[src/rtl/vram_fill_engine.sv]
module vram_fill_engine #(
  parameter int AW = 16,
  parameter int IW = 8,
  parameter int LW = 16,
  parameter int DW = 16
) (
  input  logic          clk,
  input  logic          rst_n,
  input  logic          fill_en,
  input  logic [AW-1:0] cfg_addr,
  input  logic [IW-1:0] cfg_inc,
  input  logic [LW-1:0] cfg_len,
  input  logic          port_wr,
  input  logic [DW-1:0] port_data,
  input  logic          mem_grant,
  output logic          mem_we,
  output logic [AW-1:0] mem_addr,
  output logic [DW/2-1:0] mem_data,
  output logic          busy
);
  localparam int BW = DW / 2;

  typedef enum logic [1:0] {S_IDLE, S_HI, S_LO, S_FILL} st_t;

  st_t           st;
  logic [AW-1:0] cur;
  logic [IW-1:0] inc_q;
  logic [LW-1:0] left;
  logic [DW-1:0] word_q;

  wire start = port_wr && fill_en && (st == S_IDLE);
  wire [AW-1:0] nxt = cur + AW'(inc_q);

  always_ff @(posedge clk) begin
    if (!rst_n) begin
      st     <= S_IDLE;
      cur    <= '0;
      inc_q  <= '0;
      left   <= '0;
      word_q <= '0;
    end else begin
      case (st)
        S_IDLE: if (start) begin
          cur    <= cfg_addr;
          inc_q  <= cfg_inc;
          left   <= cfg_len;
          word_q <= port_data;
          st     <= S_HI;
        end
        S_HI: if (mem_grant) st <= S_LO;
        S_LO: if (mem_grant) begin
          cur <= nxt;
          st  <= (left == '0) ? S_IDLE : S_FILL;
        end
        S_FILL: if (mem_grant) begin
          cur  <= nxt;
          left <= left - LW'(1);
          if (left == LW'(1)) st <= S_IDLE;
        end
        default: st <= S_IDLE;
      endcase
    end
  end

  assign busy     = (st != S_IDLE);
  assign mem_we   = busy && mem_grant;
  assign mem_addr = (st == S_LO) ? (cur ^ AW'(1)) : cur;
  assign mem_data = (st == S_HI) ? word_q[DW-1:BW] : word_q[BW-1:0];


  trigger_take_chk: assert property (@(posedge clk) disable iff (!rst_n)
    (port_wr && fill_en && !busy) |=> (busy && mem_addr == $past(cfg_addr)));


  pair_parity_chk: assert property (@(posedge clk) disable iff (!rst_n)
    (st == S_HI && mem_grant) |=> (mem_addr == ($past(mem_addr) ^ AW'(1))));


  fill_step_chk: assert property (@(posedge clk) disable iff (!rst_n)
    (st == S_FILL && mem_grant) |=> (!busy || mem_addr == AW'($past(mem_addr) + AW'($past(inc_q)))));


  stall_hold_chk: assert property (@(posedge clk) disable iff (!rst_n)
    (busy && !mem_grant) |=> (busy && $stable(mem_addr) && $stable(mem_data)));


  done_on_write_chk: assert property (@(posedge clk) disable iff (!rst_n)
    $fell(busy) |-> $past(mem_we));
endmodule

[config.mk]
export PLATFORM = sky130hd
export DESIGN_NAME = vram_fill_engine
export DESIGN_NICKNAME = d
export VERILOG_FILES = /design/src/rtl/vram_fill_engine.sv
export SDC_FILE = /design/constraint.sdc
export NUM_CORES = 1
export LEC_CHECK = 0
export CAP_MARGIN = 15
export CORE_ASPECT_RATIO = 0.7
export CORE_MARGIN = 2
export CORE_UTILIZATION = 53
export DETAILED_ROUTE_END_ITERATION = 10
export GPL_ROUTABILITY_DRIVEN = 0
export GPL_TIMING_DRIVEN = 0
export PLACE_DENSITY_LB_ADDON = 0.08
export SETUP_SLACK_MARGIN = 0.05
export SLEW_MARGIN = 20
export SYNTH_ARGS = -nofsm -noshare
export SYNTH_HDL_FRONTEND = slang
export SYNTH_SLANG_ARGS = --single-unit
[constraint.sdc]
create_clock -name clk -period 5.6 [get_ports clk]
set_input_delay 1.12 -clock clk [delete_from_list [all_inputs] [get_ports clk]]
set_output_delay 1.12 -clock clk [all_outputs]
set_load 0.1 [all_outputs]
==> out/metrics.cfg <==
[sta]
max_slew_margin = 0.340
max_freq_ghz = 0.243
rsz0062_at_grt = no
slew_viol_final = 0
tns_ns = 0
fin_crit_ns = 4.11
tightestPinTransition_ns = 0.987
finClkSkew_ns = 0.00801
fin_crit_sh = 0.734
final-hold-violation-count = 0
setup_violations = 0

[yosys]
avgSynthCellArea_um2 = 7.88
synthAdderAreaFrac = 0.0424
syn_area_um2 = 3430
synth_top_family_by_area = simple AND/OR/NAND/NOR gates
yosys.area_share.simple = 0.234
yosysWarningCount = 0
synth_nets = 507
yosys.cell_types.count = 59
yosys_most_used_dff = dfxtp_1
ys_async_sr_fraction = 0
synth_cells = 435
synthXorXnorAreaFrac = 0.0179
ys_seq_area_frac = 0.339
synth_compound_area_frac = 0.231
synth_edf_count = 0
synth_mux_area_frac = 0.0621
ys_seq_elements = 58

[setup_path]
crit_chain = buf_2 -> nor2b_1 -> clkbuf_1 -> mux2_2 -> clkdlybuf4s50_1
critPathKind = register to primary output
crit_slowest_cell = clkdlybuf4s50_1
r2r_start = cur[0]$_SDFFE_PN0P_
critPathLaunchType = register
reg2reg_depth = 7
max_stage_delay_ns = 1.13
cp_max_fo = 10
startpoint = st[0]$_SDFFE_PN0P_
cp.buffers_inverters = 3
crit_end = mem_data[7]
cp.depth = 5
rr_endpoint = cur[12]$_SDFFE_PN0P_
crit_family = buffers and inverters
worst-r2r-setup-slack_ns = 3.23
critPathCaptureType = primary output
worstPathArrival_ns = 2.99
required_ns = 4.48

[run_status]
status = finished, final reports clean

[floorplanning]
die_x_um = 100
core_area_um2 = 6250
fp.dieH_um = 71.3
initial_core_util = 0.549
die_area_um2 = 7140
num_io_pins = 87
rows = 24

[hold_path]
min-delay-start = word_q[12]$_SDFFE_PN0P_
hp-class = register to register
whs_path_depth = 2

[cells_and_area]
drive_gt1_frac = 0.108
finalInstanceArea_um2 = 4580
final_common_cell = clkdlybuf4s50_1
num_antenna_cells = 0
multi_input_area_um2 = 2010
synthToLayoutAreaGrowth_pct = 33.6
fill_cells = 503
layout_common_cells = 85 x clkdlybuf4s50_1, 72 x nand2_1, 58 x dfxtp_1
seq_area_um2 = 1160
layout.nets = 603

[drt]
via_count = 3663
wl_um = 10500
ant_nets = 0
drt_iter0_drc = 351
drc = 0
wire_per_inst_um = 17.1
routed_via_density = 5.98
drt-pass1-iter-count = 7

[power_and_ir_drop]
p_leak_nw = 1.76
power_mw = 1.30
irDropWorstVdd_uv = 172
p_per_area_nw_per_um2 = 283

[clock_tree]
cts_buffers = 9
cts_resized = 0
clock-sinks = 58
clockBufferDepth = 2
cts_tree = yes
post_cts_buffers = 0
root_buffer = clkbuf_8
cts_hold_buf = 0
cts.reportedPaths.clkPinSlew_ns = 0.07
clock_latency_ns = 0.35
cts_max_level = 3

[global_routing]
grt_pass1_vias = 3451
track_usage = 0.305
grt_max_degree = 11
grt-ovfl-total = 0
grt_pass1_wl_um = 17000
grt_antenna_before_repair = 0

[placement]
hpwl_um = 7710
io_buffers = 85
place_area_um2 = 4380

[flow_run]
max-cap-violations = 0

[cell families after synthesis]
group | Yosys count
buf+inv | 49
xor+xnor | 7
compound gates | 129
fa+ha+maj | 11
mux | 20
simple gates | 161
flops | 58
[cells in the mapped netlist, types with 4 or more instances]
| cell | n | area (um2) |
|---|---|---|
| a211oi_1 | 9 | 67.6 |
| a21o_1 | 5 | 37.5 |
| a21oi_1 | 53 | 265 |
| a22oi_1 | 6 | 45.0 |
| and2_1 | 6 | 37.5 |
| buf_2 | 9 | 45.0 |
| buf_4 | 15 | 113 |
| clkbuf_1 | 20 | 75.1 |
| dfxtp_1 | 58 | 1160 |
| ha_1 | 10 | 125 |
| inv_1 | 4 | 15.0 |
| mux2_2 | 9 | 101 |
| mux2i_1 | 10 | 100 |
| nand2_1 | 72 | 270 |
| nand3_1 | 7 | 35.0 |
| nand4_1 | 6 | 37.5 |
| nor2_1 | 29 | 109 |
| nor3_1 | 6 | 30.0 |
| nor4_1 | 4 | 25.0 |
| o211ai_1 | 6 | 45.0 |
| o21a_1 | 4 | 30.0 |
| o21ai_0 | 18 | 90.1 |
| o21ai_1 | 5 | 25.0 |
| o22ai_1 | 6 | 37.5 |
| xnor2_1 | 6 | 52.6 |
[worst min path at each step]
stage                         endpoint  slack, ns
2_1_floorplan  word_q[10]$_SDFFE_PN0P_       0.43
3_3_place_gp   word_q[11]$_SDFFE_PN0P_       0.44
3_5_place_dp   word_q[10]$_SDFFE_PN0P_       0.44
4_1_cts        word_q[12]$_SDFFE_PN0P_       0.46
5_1_grt         word_q[1]$_SDFFE_PN0P_       0.48
6_report       word_q[12]$_SDFFE_PN0P_       0.46
[per-stage QoR]
stage	util	hold WS, ns	instances	worst slack (ns)
after global routing	0.733	0.481	613	1.38
after detailed placement	0.701	0.443	598	1.76
after global placement	0.701	0.439	598	1.78
final	0.733	0.458	613	1.49
after floorplan	-	0.433	435	2.03
after CTS	0.733	0.456	613	1.55
[worst reg2reg max path, cell delays in order, from the launching register on]
cell and delay, ns:
dfxtp_1 0.34, ha_1 0.25, fa_1 0.41, a21o_1 0.22, a221oi_2 0.43, o21ai_1 0.24, a211oi_1 0.26, a211oi_1 0.07
[metal layers]
| layer | GRT usage | share of wire |
|---|---|---|
| met3 | 0.0761 | 0.099 |
| met2 | 0.468 | 0.44 |
| met4 | 0.110 | 0.019 |
| met5 | 0 | 0 |
| met1 | 0.422 | 0.44 |
[registers in the layout (all words and copies together) (netlist names)]
register / cells
word_q: 16
cur: 16
inc_q: 8
left: 16
st: 2
[where the power goes]
group          total, mW  switching, mW  leakage, nW  internal, mW
registers          0.471         0.0290        0.474         0.442
logic              0.415          0.263         1.18         0.152
clock network      0.411          0.172        0.106         0.239
[cell type report]
cell class	instances	area share
sequential	58	0.254
tap	78	0.0213
buffer	45	0.0516
multi-input combinational	328	0.440
inverter	4	0.00328
timing repair buffer	85	0.186
clock inverter	2	0.00765
clock buffer	13	0.0369
Note: power is estimated with default switching activity, not from simulation.
